--- src/rtl/sio_reg_pkg.sv ---
package sio_reg_pkg;

  localparam int ADDR_W = 3;
  localparam int FLOW_N = 4;

  typedef enum logic [1:0] {
    BANK_GEN,
    BANK_DIV,
    BANK_ENH
  } bank_e;

  typedef enum logic [3:0] {
    SEL_ZERO,
    SEL_RHR,
    SEL_IER,
    SEL_ISR,
    SEL_LCR,
    SEL_MCR,
    SEL_LSR,
    SEL_MSR,
    SEL_SCR,
    SEL_DLL,
    SEL_DLM,
    SEL_EFR,
    SEL_FLOW0,
    SEL_FLOW1,
    SEL_FLOW2,
    SEL_FLOW3
  } rd_sel_e;

  typedef struct packed {
    logic              thrWr;
    logic              ierWr;
    logic              fcrWr;
    logic              lcrWr;
    logic              mcrWr;
    logic              scrWr;
    logic              dllWr;
    logic              dlmWr;
    logic              efrWr;
    logic [FLOW_N-1:0] flowWr;
    logic              rdLoad;
    rd_sel_e           rdSel;
    logic              rxPop;
    logic              txLoad;
  } strobe_t;

  function automatic bank_e bankOf(input logic [7:0] lcr, input logic [7:0] key,
                                   input int divBit);
    if (lcr == key)     return BANK_ENH;
    else if (lcr[divBit]) return BANK_DIV;
    else                return BANK_GEN;
  endfunction

endpackage

--- src/rtl/sio_reg_ctrl.sv ---
module sio_reg_ctrl
  import sio_reg_pkg::*;
#(
  parameter int          DATA_W  = 8,
  parameter logic [7:0]  ENH_KEY = 8'hBF,
  parameter int          DIV_BIT = 7
) (
  input  logic [ADDR_W-1:0] addr,
  input  logic              wrEn,
  input  logic              rdEn,
  input  logic [DATA_W-1:0] lcrQ,
  output strobe_t           strobe
);

  bank_e bank;

  always_comb begin
    bank = bankOf(8'(lcrQ), ENH_KEY, DIV_BIT);
  end

  always_comb begin
    strobe        = '0;
    strobe.rdSel  = SEL_ZERO;
    strobe.rdLoad = rdEn;
    // line control is visible in every bank
    if (addr == 3'd3) begin
      strobe.lcrWr = wrEn;
      strobe.rdSel = SEL_LCR;
    end else begin
      unique case (bank)
        BANK_GEN: begin
          unique case (addr)
            3'd0: begin
              strobe.thrWr  = wrEn;
              strobe.txLoad = wrEn;
              strobe.rxPop  = rdEn;
              strobe.rdSel  = SEL_RHR;
            end
            3'd1: begin strobe.ierWr = wrEn; strobe.rdSel = SEL_IER; end
            3'd2: begin strobe.fcrWr = wrEn; strobe.rdSel = SEL_ISR; end
            3'd4: begin strobe.mcrWr = wrEn; strobe.rdSel = SEL_MCR; end
            3'd5: strobe.rdSel = SEL_LSR;
            3'd6: strobe.rdSel = SEL_MSR;
            3'd7: begin strobe.scrWr = wrEn; strobe.rdSel = SEL_SCR; end
            default: strobe.rdSel = SEL_ZERO;
          endcase
        end
        BANK_DIV: begin
          unique case (addr)
            3'd0: begin strobe.dllWr = wrEn; strobe.rdSel = SEL_DLL; end
            3'd1: begin strobe.dlmWr = wrEn; strobe.rdSel = SEL_DLM; end
            default: strobe.rdSel = SEL_ZERO;
          endcase
        end
        BANK_ENH: begin
          unique case (addr)
            3'd2: begin strobe.efrWr = wrEn; strobe.rdSel = SEL_EFR; end
            3'd4: begin strobe.flowWr[0] = wrEn; strobe.rdSel = SEL_FLOW0; end
            3'd5: begin strobe.flowWr[1] = wrEn; strobe.rdSel = SEL_FLOW1; end
            3'd6: begin strobe.flowWr[2] = wrEn; strobe.rdSel = SEL_FLOW2; end
            3'd7: begin strobe.flowWr[3] = wrEn; strobe.rdSel = SEL_FLOW3; end
            default: strobe.rdSel = SEL_ZERO;
          endcase
        end
        default: strobe.rdSel = SEL_ZERO;
      endcase
    end
  end

endmodule

--- src/rtl/sio_reg_dp.sv ---
module sio_reg_dp
  import sio_reg_pkg::*;
#(
  parameter int DATA_W = 8
) (
  input  logic              clk,
  input  logic              rstN,
  input  strobe_t           strobe,
  input  logic [DATA_W-1:0] wrData,
  input  logic [DATA_W-1:0] rxData,
  input  logic [DATA_W-1:0] intStatus,
  input  logic [DATA_W-1:0] lineStatus,
  input  logic [DATA_W-1:0] modemStatus,
  output logic [DATA_W-1:0] rdData,
  output logic [DATA_W-1:0] thrQ,
  output logic [DATA_W-1:0] ierQ,
  output logic [DATA_W-1:0] fcrQ,
  output logic [DATA_W-1:0] lcrQ,
  output logic [DATA_W-1:0] mcrQ,
  output logic [DATA_W-1:0] dllQ,
  output logic [DATA_W-1:0] dlmQ,
  output logic [DATA_W-1:0] efrQ,
  output logic [DATA_W-1:0] flowQ [FLOW_N]
);

  logic [DATA_W-1:0] scrQ;
  logic [DATA_W-1:0] rdNext;

  always_ff @(posedge clk) begin
    if (!rstN) begin
      thrQ <= '0;
      ierQ <= '0;
      fcrQ <= '0;
      lcrQ <= '0;
      mcrQ <= '0;
      scrQ <= '0;
      dllQ <= '0;
      dlmQ <= '0;
      efrQ <= '0;
    end else begin
      if (strobe.thrWr) thrQ <= wrData;
      if (strobe.ierWr) ierQ <= wrData;
      if (strobe.fcrWr) fcrQ <= wrData;
      if (strobe.lcrWr) lcrQ <= wrData;
      if (strobe.mcrWr) mcrQ <= wrData;
      if (strobe.scrWr) scrQ <= wrData;
      if (strobe.dllWr) dllQ <= wrData;
      if (strobe.dlmWr) dlmQ <= wrData;
      if (strobe.efrWr) efrQ <= wrData;
    end
  end

  for (genvar g = 0; g < FLOW_N; g++) begin : g_flow
    always_ff @(posedge clk) begin
      if (!rstN)                 flowQ[g] <= '0;
      else if (strobe.flowWr[g]) flowQ[g] <= wrData;
    end
  end

  always_comb begin
    unique case (strobe.rdSel)
      SEL_RHR:   rdNext = rxData;
      SEL_IER:   rdNext = ierQ;
      SEL_ISR:   rdNext = intStatus;
      SEL_LCR:   rdNext = lcrQ;
      SEL_MCR:   rdNext = mcrQ;
      SEL_LSR:   rdNext = lineStatus;
      SEL_MSR:   rdNext = modemStatus;
      SEL_SCR:   rdNext = scrQ;
      SEL_DLL:   rdNext = dllQ;
      SEL_DLM:   rdNext = dlmQ;
      SEL_EFR:   rdNext = efrQ;
      SEL_FLOW0: rdNext = flowQ[0];
      SEL_FLOW1: rdNext = flowQ[1];
      SEL_FLOW2: rdNext = flowQ[2];
      SEL_FLOW3: rdNext = flowQ[3];
      default:   rdNext = '0;
    endcase
  end

  always_ff @(posedge clk) begin
    if (!rstN)              rdData <= '0;
    else if (strobe.rdLoad) rdData <= rdNext;
  end

  // the read register moves only on a read strobe
  a_r9_rd_hold: assert property (@(posedge clk) disable iff (!rstN)
    !strobe.rdLoad |=> $stable(rdData));

  // a write strobe reaches at most one register
  a_r8_single_target: assert property (@(posedge clk) disable iff (!rstN)
    $countones({strobe.thrWr, strobe.ierWr, strobe.fcrWr, strobe.lcrWr, strobe.mcrWr,
                strobe.scrWr, strobe.dllWr, strobe.dlmWr, strobe.efrWr, strobe.flowWr}) <= 1);

endmodule

--- src/rtl/sio_reg_bank.sv ---
module sio_reg_bank
  import sio_reg_pkg::*;
#(
  parameter int         DATA_W  = 8,
  parameter logic [7:0] ENH_KEY = 8'hBF,
  parameter int         DIV_BIT = 7
) (
  input  logic                clk,
  input  logic                rstN,
  input  logic [ADDR_W-1:0]   addr,
  input  logic                wrEn,
  input  logic                rdEn,
  input  logic [DATA_W-1:0]   wrData,
  output logic [DATA_W-1:0]   rdData,
  input  logic [DATA_W-1:0]   rxData,
  input  logic [DATA_W-1:0]   intStatus,
  input  logic [DATA_W-1:0]   lineStatus,
  input  logic [DATA_W-1:0]   modemStatus,
  output logic                rxPop,
  output logic                txLoad,
  output logic [DATA_W-1:0]   thrOut,
  output logic [DATA_W-1:0]   ierOut,
  output logic [DATA_W-1:0]   fcrOut,
  output logic [DATA_W-1:0]   lcrOut,
  output logic [DATA_W-1:0]   mcrOut,
  output logic [2*DATA_W-1:0] divisorOut,
  output logic [DATA_W-1:0]   featOut,
  output logic [DATA_W-1:0]   xon1Out,
  output logic [DATA_W-1:0]   xon2Out,
  output logic [DATA_W-1:0]   xoff1Out,
  output logic [DATA_W-1:0]   xoff2Out
);

  strobe_t           strobe;
  logic [DATA_W-1:0] dllQ;
  logic [DATA_W-1:0] dlmQ;
  logic [DATA_W-1:0] flowQ [FLOW_N];

  sio_reg_ctrl #(.DATA_W(DATA_W), .ENH_KEY(ENH_KEY), .DIV_BIT(DIV_BIT)) ctrl_i (
    .addr   (addr),
    .wrEn   (wrEn),
    .rdEn   (rdEn),
    .lcrQ   (lcrOut),
    .strobe (strobe)
  );

  sio_reg_dp #(.DATA_W(DATA_W)) dp_i (
    .clk         (clk),
    .rstN        (rstN),
    .strobe      (strobe),
    .wrData      (wrData),
    .rxData      (rxData),
    .intStatus   (intStatus),
    .lineStatus  (lineStatus),
    .modemStatus (modemStatus),
    .rdData      (rdData),
    .thrQ        (thrOut),
    .ierQ        (ierOut),
    .fcrQ        (fcrOut),
    .lcrQ        (lcrOut),
    .mcrQ        (mcrOut),
    .dllQ        (dllQ),
    .dlmQ        (dlmQ),
    .efrQ        (featOut),
    .flowQ       (flowQ)
  );

  assign rxPop      = strobe.rxPop;
  assign txLoad     = strobe.txLoad;
  assign divisorOut = {dlmQ, dllQ};
  assign xon1Out    = flowQ[0];
  assign xon2Out    = flowQ[1];
  assign xoff1Out   = flowQ[2];
  assign xoff2Out   = flowQ[3];

  // line control follows a write at address 3 whatever the bank
  a_r7_lcr_every_bank: assert property (@(posedge clk) disable iff (!rstN)
    (wrEn && addr == 3'd3) |=> lcrOut == $past(wrData));

  // read-only addresses of the general bank leave all state alone
  a_r4_ro_no_effect: assert property (@(posedge clk) disable iff (!rstN)
    (wrEn && !lcrOut[DIV_BIT] && (addr == 3'd5 || addr == 3'd6)) |=>
      $stable({thrOut, ierOut, fcrOut, lcrOut, mcrOut, divisorOut,
               featOut, xon1Out, xon2Out, xoff1Out, xoff2Out}));

  // pulses never fire outside the general bank
  a_r5_no_pulse_banked: assert property (@(posedge clk) disable iff (!rstN)
    lcrOut[DIV_BIT] |-> !rxPop && !txLoad);

  // low divisor byte follows a write at address 0 in the divisor bank
  a_r5_div_low: assert property (@(posedge clk) disable iff (!rstN)
    (wrEn && addr == 3'd0 && lcrOut[DIV_BIT] && lcrOut != ENH_KEY) |=>
      divisorOut[DATA_W-1:0] == $past(wrData));

  // feature word follows a write at address 2 in the enhanced bank
  a_r6_feat_write: assert property (@(posedge clk) disable iff (!rstN)
    (wrEn && addr == 3'd2 && lcrOut == ENH_KEY) |=> featOut == $past(wrData));

  // a receive pulse needs a read strobe at address 0
  a_r3_pop_needs_read: assert property (@(posedge clk) disable iff (!rstN)
    rxPop |-> rdEn && addr == 3'd0);

endmodule

--- config.mk ---
export PLATFORM = sky130hd
export DESIGN_NAME = sio_reg_bank
export DESIGN_NICKNAME = d
export VERILOG_FILES = /design/src/rtl/sio_reg_pkg.sv /design/src/rtl/sio_reg_ctrl.sv /design/src/rtl/sio_reg_dp.sv /design/src/rtl/sio_reg_bank.sv
export SDC_FILE = /design/constraint.sdc
export NUM_CORES = 1
export LEC_CHECK = 0
export ABC_AREA = 1
export BUFFER_PORTS_ARGS = -buffer_cell sky130_fd_sc_hd__buf_2
export CAP_MARGIN = 10
export CORE_AREA = 2 2 113 115
export CTS_BUF_LIST = sky130_fd_sc_hd__clkbuf_4 sky130_fd_sc_hd__clkbuf_8
export CTS_CLUSTER_DIAMETER = 200
export CTS_CLUSTER_SIZE = 40
export DETAILED_ROUTE_END_ITERATION = 16
export DIE_AREA = 0 0 115 117
export PLACE_DENSITY_LB_ADDON = 0.1
export SYNTH_ARGS = -nofsm -noshare
export SYNTH_HDL_FRONTEND = slang
export SYNTH_SLANG_ARGS = --single-unit
--- constraint.sdc ---
create_clock -name clk -period 2.4 [get_ports clk]
set_clock_uncertainty 0.15 [all_clocks]
set_input_delay 0.24 -clock clk [delete_from_list [all_inputs] [get_ports clk]]
set_output_delay 0.24 -clock clk [all_outputs]
set_load 0.05 [all_outputs]
==> key figures, run 1 <==
Run status
  • Outcome: finished clean

Floorplanning
  • Die span in x: 115 um
  • Floorplan die area: 13500 um^2
  • Starting density of the core: 0.436
  • Boundary Pins: 153
  • Overall die height: 117 um
  • Row count: 41
  • Core Footprint: 12300 um^2

Yosys
  • Synthesis warning total: 0
  • Synthesized-area fraction occupied by xor and xnor cells: 0
  • Share of cell area taken by muxes after synthesis: 0
  • Mean cell area of the mapped netlist: 6.96 um^2
  • Fraction of synthesized cell area taken by the top area cell type: 0.418
  • Post-synthesis instance area: 5370 um^2
  • Cell types with the largest area share after synthesis: dfxtp_1, a21oi_1, nand2_1, nand3_1, o21ai_0
  • Largest family of logic cells by synthesized area: simple AND/OR/NAND/NOR gates
  • Distinct cells, synth: 28
  • Area fraction in compound gates after synthesis: 0.181
  • Syn Nets: 818
  • Post-synthesis sequential area ratio: 0.418
  • Cell accounting for the most synthesized area: dfxtp_1
  • Flop and latch count out of synthesis: 112
  • Simple logic cell fraction of the synthesized area: 0.307
  • Post-synthesis share of cell area spent on full adders, half adders and majority gates: 0
  • Number of instances in the synthesized netlist: 771

Power
  • Cell internal pwr: 2.57 mW
  • Logic pwr share: 0.145
  • Leakage power of the design: 2.92 nW
  • Reg power frac: 0.525
  • P_sw: 1.07 mW
  • Pwr dens: 560 nW/um^2
  • Fraction of power spent switching nets: 0.294
  • Worst vdd ir: 0.284 mV
  • Sum of internal, switching and leakage power: 3.64 mW
  • Power share of the clock group: 0.330

Global route
  • Largest net degree at the start of global routing: 73
  • Total gr overflow: 0
  • Number of antenna violations at the first check in global routing: 0
  • Global-route wire length before repair: 28.3 mm
  • Via count of the first global-routing pass: 5131
  • Overall fraction of global-route tracks in use: 0.278

Worst setup path
  • Kind of start point of the critical path: register
  • Critical path fanouts, max: 8
  • Data required, critical path: 2.57 ns
  • R2R depth: 14
  • Start-to-end type of the worst setup path: reg2reg
  • Worst EP arrival: 2.42 ns
  • Element type at the critical path end: register

Clocking
  • Clock latency reported for the late side of the worst-skew pair: 0.39 ns
  • Clock transition at the registers of the reported paths: 0.10 ns
  • CTS root buffer: clkbuf_8
  • Max H-tree Level: 3
  • TritonCTS clock tree: yes
  • Number of clock sinks: 112
  • Number of buffers inserted for hold repair after clock tree synthesis: 0
  • Inserted Clock Buffers: 9
  • Maximum root-to-sink buffer count: 2

Drt
  • Remaining DRCs: 0
  • Via-per-instance ratio: 5.39
  • Iteration count of the initial detailed-routing pass: 7
  • Number of routed nets with antenna violations: 0
  • Post-Route WL: 18.9 mm
  • Post-detailed-route wirelength per cell: 17.7 um
  • Number of DRC violations after detailed-routing iteration 0: 519
  • Via count: 5761

STA
  • Max frequency: 0.445 GHz
  • Transition time at the pin with the least slew margin: 0.599 ns
  • Final hold viol count: 0
  • Number of setup violations in the final report: 0
  • Worst slew slack as a fraction of its limit: 0.601
  • Period minus WS final: 2.25 ns
  • Final clock period utilization by the worst path: 0.936
  • Number of max-slew violations in the final report: 0
  • Setup_tns: 0 ns

Layout
  • Ratio of cells with drive above 1 in the final layout: 0.247
  • Final Cell Area: 6500 um^2
  • Antenna Diode Count: 0
  • Filler cells: 1300
  • Final layout net count: 961
  • Growth of design area from synthesis to finish: 21.1%

Worst hold path
  • Hold path depth: 3
  • Hold crit path type: in2reg

Placement
  • Number of port buffers: 152
  • Total half-perimeter wirelength after legalization and detailed placement: 13.8 mm
  • Placed Area: 6260 um^2
  • Weighted congestion reported at the end of routability-driven placement: 0.938

Job
  • Max Cap Violations: 0
cell usage after synthesis, drive strengths merged:
cell type,n
nand4,11
dfxtp,112
a21oi,104
nand3,94
nor2,91
inv,83
nand3b,9
clkinv,2
nand2,137
buf,7
nor3,2
clkbuf,32
o21ai,79
o22ai,8
state kept, by name (all words and copies together), names as in the netlist:
signal,count
dp_i.flowQ,32
dp_i.dllQ,8
dp_i.dlmQ,8
dp_i.efrQ,8
dp_i.fcrQ,8
dp_i.ierQ,8
dp_i.lcrQ,8
dp_i.mcrQ,8
dp_i.rdData,8
dp_i.scrQ,8
dp_i.thrQ,8
through the flow:
stage	hold WS (ns)	util	instances	setup WS, ns
2_1_floorplan	0.280	-	771	0.0775
3_3_place_gp	0.292	0.508	1051	0.0260
3_5_place_dp	0.298	0.508	1051	0.0389
4_1_cts	0.0203	0.525	1067	0.135
5_1_grt	0.0416	0.528	1069	-0.00944
6_report	0.0433	0.528	1069	0.152
repair_timing:
action / in CTS / in global routing
hold endpoints to repair: 0 / 0
buffers inserted: 0 / 2
setup endpoints to repair: 0 / 8
gates resized for setup: 0 / 2
final cells by class:
cell class / instances / area [um^2] / share of cell area
tap: 150 / 188 / 0.0289
clock buffer: 11 / 151 / 0.0233
clock inverter: 5 / 53.8 / 0.00828
sequential: 112 / 2240 / 0.345
timing repair buffer: 171 / 916 / 0.141
inverter: 85 / 322 / 0.0495
multi-input combinational: 535 / 2620 / 0.404
cell usage in the layout, fill, tap and decap left out, types with 11 or more instances in the layout:
cell and count:
a21oi_1 103, buf_2 152, buf_4 18, clkbuf_8 11
dfxtp_1 112, inv_1 73, nand2_1 131, nand3_1 91
nand4_1 11, nor2_1 73, o21ai_0 77
power groups by stage:
stage                     clock, mW  sequential [mW]  combinational, mW
after floorplan                   0             2.04              0.254
after detailed placement          0             1.95              0.509
after CTS                      1.22             1.91              0.511
after global routing           1.29             1.91              0.569
after global placement            0             1.95              0.507
final                          1.20             1.91              0.528
metal layers:
| layer | track usage | vias up | part of all wire |
|---|---|---|---|
| met5 | 0 | - | 0 |
| met4 | 0.126 | 0 | 0.027 |
| met1 | 0.389 | 2647 | 0.45 |
| li1 | - | 2825 | - |
| met3 | 0.0566 | 27 | 0.082 |
| met2 | 0.416 | 262 | 0.44 |
critical path: stages (launching register included):
cell and delay [ns]:
dfxtp_1 0.40, nand2_1 0.08, nor2_2 0.23, nand2_4 0.16
nand3_4 0.11, inv_2 0.06, nor2_2 0.13, nand2_1 0.13
nor2_4 0.21, nand2_1 0.08, nand2_1 0.10, nor2_1 0.07
nand3_1 0.09, nand2_1 0.05, a21oi_1 0.11
final timing paths:
check,startpoint,endpoint,slack (ns)
worst max-delay path,dp_i.lcrQ[1],dp_i.rdData[0],0.15
worst min-delay path,rdEn,dp_i.rdData[4],0.04
worst min register to register,dp_i.scrQ[2],dp_i.scrQ[2],0.31
worst max register to register,dp_i.lcrQ[1],dp_i.rdData[0],0.15
logic make-up after synthesis:
group | after synthesis
and+or+nand+nor | 344
AOI/OAI and AO/OA | 191
buffers and inverters | 124
DFF | 112
No activity file was read; power rests on OpenSTA's default activity.
==> inputs of run 2 (changes only) <==
--- a/config.mk
+++ b/config.mk
@@ -8,12 +8,12 @@
 export ABC_AREA = 1
 export BUFFER_PORTS_ARGS = -buffer_cell sky130_fd_sc_hd__buf_2
 export CAP_MARGIN = 10
-export CORE_AREA = 2 2 113 115
+export CORE_AREA = 4 4 115 117
 export CTS_BUF_LIST = sky130_fd_sc_hd__clkbuf_4 sky130_fd_sc_hd__clkbuf_8
 export CTS_CLUSTER_DIAMETER = 200
 export CTS_CLUSTER_SIZE = 40
 export DETAILED_ROUTE_END_ITERATION = 16
-export DIE_AREA = 0 0 115 117
+export DIE_AREA = 0 0 119 121
 export PLACE_DENSITY_LB_ADDON = 0.1
 export SYNTH_ARGS = -nofsm -noshare
 export SYNTH_HDL_FRONTEND = slang
==> run 2 against run 1 <==
Utilization rose by 0.51 points. Sequential cell count did not move. Cell count up 2.6%. Power is 3.2% lower. Register-to-register slack about the same. First-iteration DRC count rose by 11%. Cell area increased by 1.4%. Critical path depth unchanged. Combinational power grew 2%. Largest power group unchanged.
==> key figures, run 2 (synthesized netlist as in run 1, its figures left out) <==
Layout
  • Antenna Diode Count: 0 (unchanged)
  • Most frequent cells in the layout: buf_2, nand2_1, dfxtp_1
  • Ratio of cells with drive above 1 in the final layout: 0.254 (+0.00705)
  • Growth of design area from synthesis to finish: 22.7%
  • Final layout net count: 968 (+0.73%)
  • Leading cell type in the layout, fill and taps excluded: buf_2
  • Top reg by flops: dp_i.flowQ
  • Largest register FFs: 32 (unchanged)
  • Final Cell Area: 6590 um^2 (+1.4%)
  • Post-Route Utilization: 0.533 (+0.00510)

STA
  • Final clock period utilization by the worst path: 0.939 (+0.00294)
  • Worst slew slack as a fraction of its limit: 0.599 (-0.00189)
  • Max frequency: 0.444 GHz (-0.31%)
  • Final hold viol count: 0 (unchanged)
  • RSZ-0062 raised after global routing: false
  • Number of setup violations in the final report: 0 (unchanged)
  • Transition time at the pin with the least slew margin: 0.602 ns (+0.00283 ns)
  • Worst path setup slack after routing: 0.145 ns (-0.00705 ns)
  • Period minus WS final: 2.25 ns (+0.00705 ns)
  • Number of max-slew violations in the final report: 0 (unchanged)

Clocking
  • Clock transition at the registers of the reported paths: 0.11 ns (about the same)
  • CTS root buffer: clkbuf_8
  • Inserted Clock Buffers: 9 (unchanged)
  • Number of clock sinks: 112 (unchanged)
  • TritonCTS clock tree: yes
  • Clock latency reported for the late side of the worst-skew pair: 0.39 ns (about the same)
  • Max H-tree Level: 3 (unchanged)
  • Maximum root-to-sink buffer count: 2 (unchanged)
  • Number of buffers inserted for hold repair after clock tree synthesis: 0 (unchanged)

Floorplanning
  • Row count: 41 (unchanged)
  • Core Footprint: 12400 um^2 (+0.42%)
  • Floorplan die area: 14400 um^2 (+7.0%)
  • Starting density of the core: 0.434 (-0.00181)
  • Boundary Pins: 153 (unchanged)
  • Overall die height: 121 um (+3.4%)
  • Die span in x: 119 um (+3.5%)

Placement
  • Post-Place Setup Slack: -0.0650 ns (-0.104 ns)
  • Placed Area: 6370 um^2 (+1.8%)
  • Number of port buffers: 152 (unchanged)
  • Weighted congestion reported at the end of routability-driven placement: 1.01 (+8.1%)
  • Total half-perimeter wirelength after legalization and detailed placement: 14.6 mm (+6.0%)

Global route
  • Overall fraction of global-route tracks in use: 0.271 (-0.00742)
  • Largest net degree at the start of global routing: 73 (unchanged)
  • Number of antenna violations at the first check in global routing: 0 (unchanged)
  • Via count of the first global-routing pass: 5249 (+2.3%)
  • Total gr overflow: 0 (unchanged)
  • Global-route wire length before repair: 29.6 mm (+4.6%)

Power
  • Reg power frac: 0.542 (+0.017)
  • Power share of the clock group: 0.304 (-0.026)
  • Logic pwr share: 0.154 (+0.009)
  • P_sw: 1.07 mW (-0.57%)
  • Fraction of power spent switching nets: 0.303 (+0.00816)
  • Leakage power of the design: 2.94 nW (+0.71%)
  • Worst vdd ir: 0.385 mV (+35%)
  • Cell internal pwr: 2.46 mW (-4.4%)
  • Pwr dens: 535 nW/um^2 (-4.6%)

Drt
  • Number of routed nets with antenna violations: 0 (unchanged)
  • Number of DRC violations after detailed-routing iteration 0: 575 (+11%)
  • Post-detailed-route wirelength per cell: 17.9 um (+1.2%)
  • Via count: 5754 (-0.12%)
  • Remaining DRCs: 0 (unchanged)
  • Via-per-instance ratio: 5.25 (-2.7%)
  • Iteration count of the initial detailed-routing pass: 5 (-2)
  • Post-Route WL: 19.7 mm (+3.9%)

Worst setup path
  • R2R depth: 14 (unchanged)
  • Start-to-end type of the worst setup path: reg2reg
  • Kind of start point of the critical path: register
  • Data required, critical path: 2.58 ns (about the same)
  • Worst EP arrival: 2.43 ns (about the same)
  • Element type at the critical path end: register
  • Critical path fanouts, max: 8 (unchanged)

Worst hold path
  • Hold path depth: 3 (unchanged)
  • Hold crit path type: in2reg

Job
  • Max Cap Violations: 0 (unchanged)

Run status
  • Outcome: finished clean
[run 2: cell count changes in the layout (fill, tap and decap cells not counted), sizes merged]
| cell | before | now |
|---|---|---|
| buf | 171 | 178 |
| clkinv | 5 | 4 |
| bufinv | 1 | 0 |
| clkinvlp | 0 | 1 |
[run 2: per-layer routing]
metal,share of wire,vias to the layer above,routed length (um),global-route usage
met5,0,-,0,0
met4,0.033,0,649,0.128
met3,0.063,38,1250,0.0457
met2,0.45,225,8950,0.420
met1,0.45,2653,8840,0.368
li1,-,2838,-,-
[run 2: final cells by class]
type	count	area [um^2]
Inverter	85	322
Fill cell	1261	5780
Clock inverter	4	30.0
Clock buffer	11	145
Multi-Input combinational cell	535	2640
Tap cell	172	215
Sequential cell	112	2240
Timing Repair Buffer	178	993
[run 2: through the flow]
| step | power, mW | setup TNS (ns) | hold slack [ns] | std cells |
|---|---|---|---|---|
| 2_1_floorplan | 2.30 | 0 | 0.280 | 771 |
| 3_5_place_dp | 2.48 | -0.255 | 0.298 | 1081 |
| 4_1_cts | 3.54 | 0 | 0.0263 | 1096 |
| 6_report | 3.52 | 0 | 0.0452 | 1097 |
| 3_3_place_gp | 2.48 | -0.600 | 0.289 | 1081 |
| 5_1_grt | 3.67 | 0 | 0.0399 | 1097 |
[run 2: path summary, 6_finish.rpt]
kind,from,endpoint,slack (ns)
max reg2reg,dp_i.lcrQ[6],dp_i.rdData[6],0.15
min reg2reg,dp_i.fcrQ[1],dp_i.fcrQ[1],0.31
max,dp_i.lcrQ[6],dp_i.rdData[6],0.15
min,rdEn,dp_i.rdData[5],0.05
[run 2: repair_timing]
| action | in CTS | in global routing |
|---|---|---|
| gates resized for setup | 0 | 5 |
| endpoints found under the setup margin | 0 | 16 |
| setup buffers | 0 | 1 |
[run 2: critical path: stages (launching register included)]
cell,delay [ns]
dfxtp_1,0.41
inv_1,0.11
nand2_4,0.10
nor2_8,0.05
nand2_4,0.12
nand2_1,0.10
a21oi_2,0.21
nand2_1,0.12
nor2_4,0.25
nand2_1,0.12
nand2_1,0.08
nor2_1,0.04
nand3_1,0.12
nand2_1,0.08
a21oi_1,0.13
[run 2: power by group through the flow]
stage	Sequential (mW)	Clock (mW)	Combinational, mW
detailed placement	1.95	0	0.526
global placement	1.95	0	0.525
floorplan	2.04	0	0.254
global route	1.91	1.18	0.581
finish	1.91	1.07	0.541
CTS	1.91	1.10	0.528
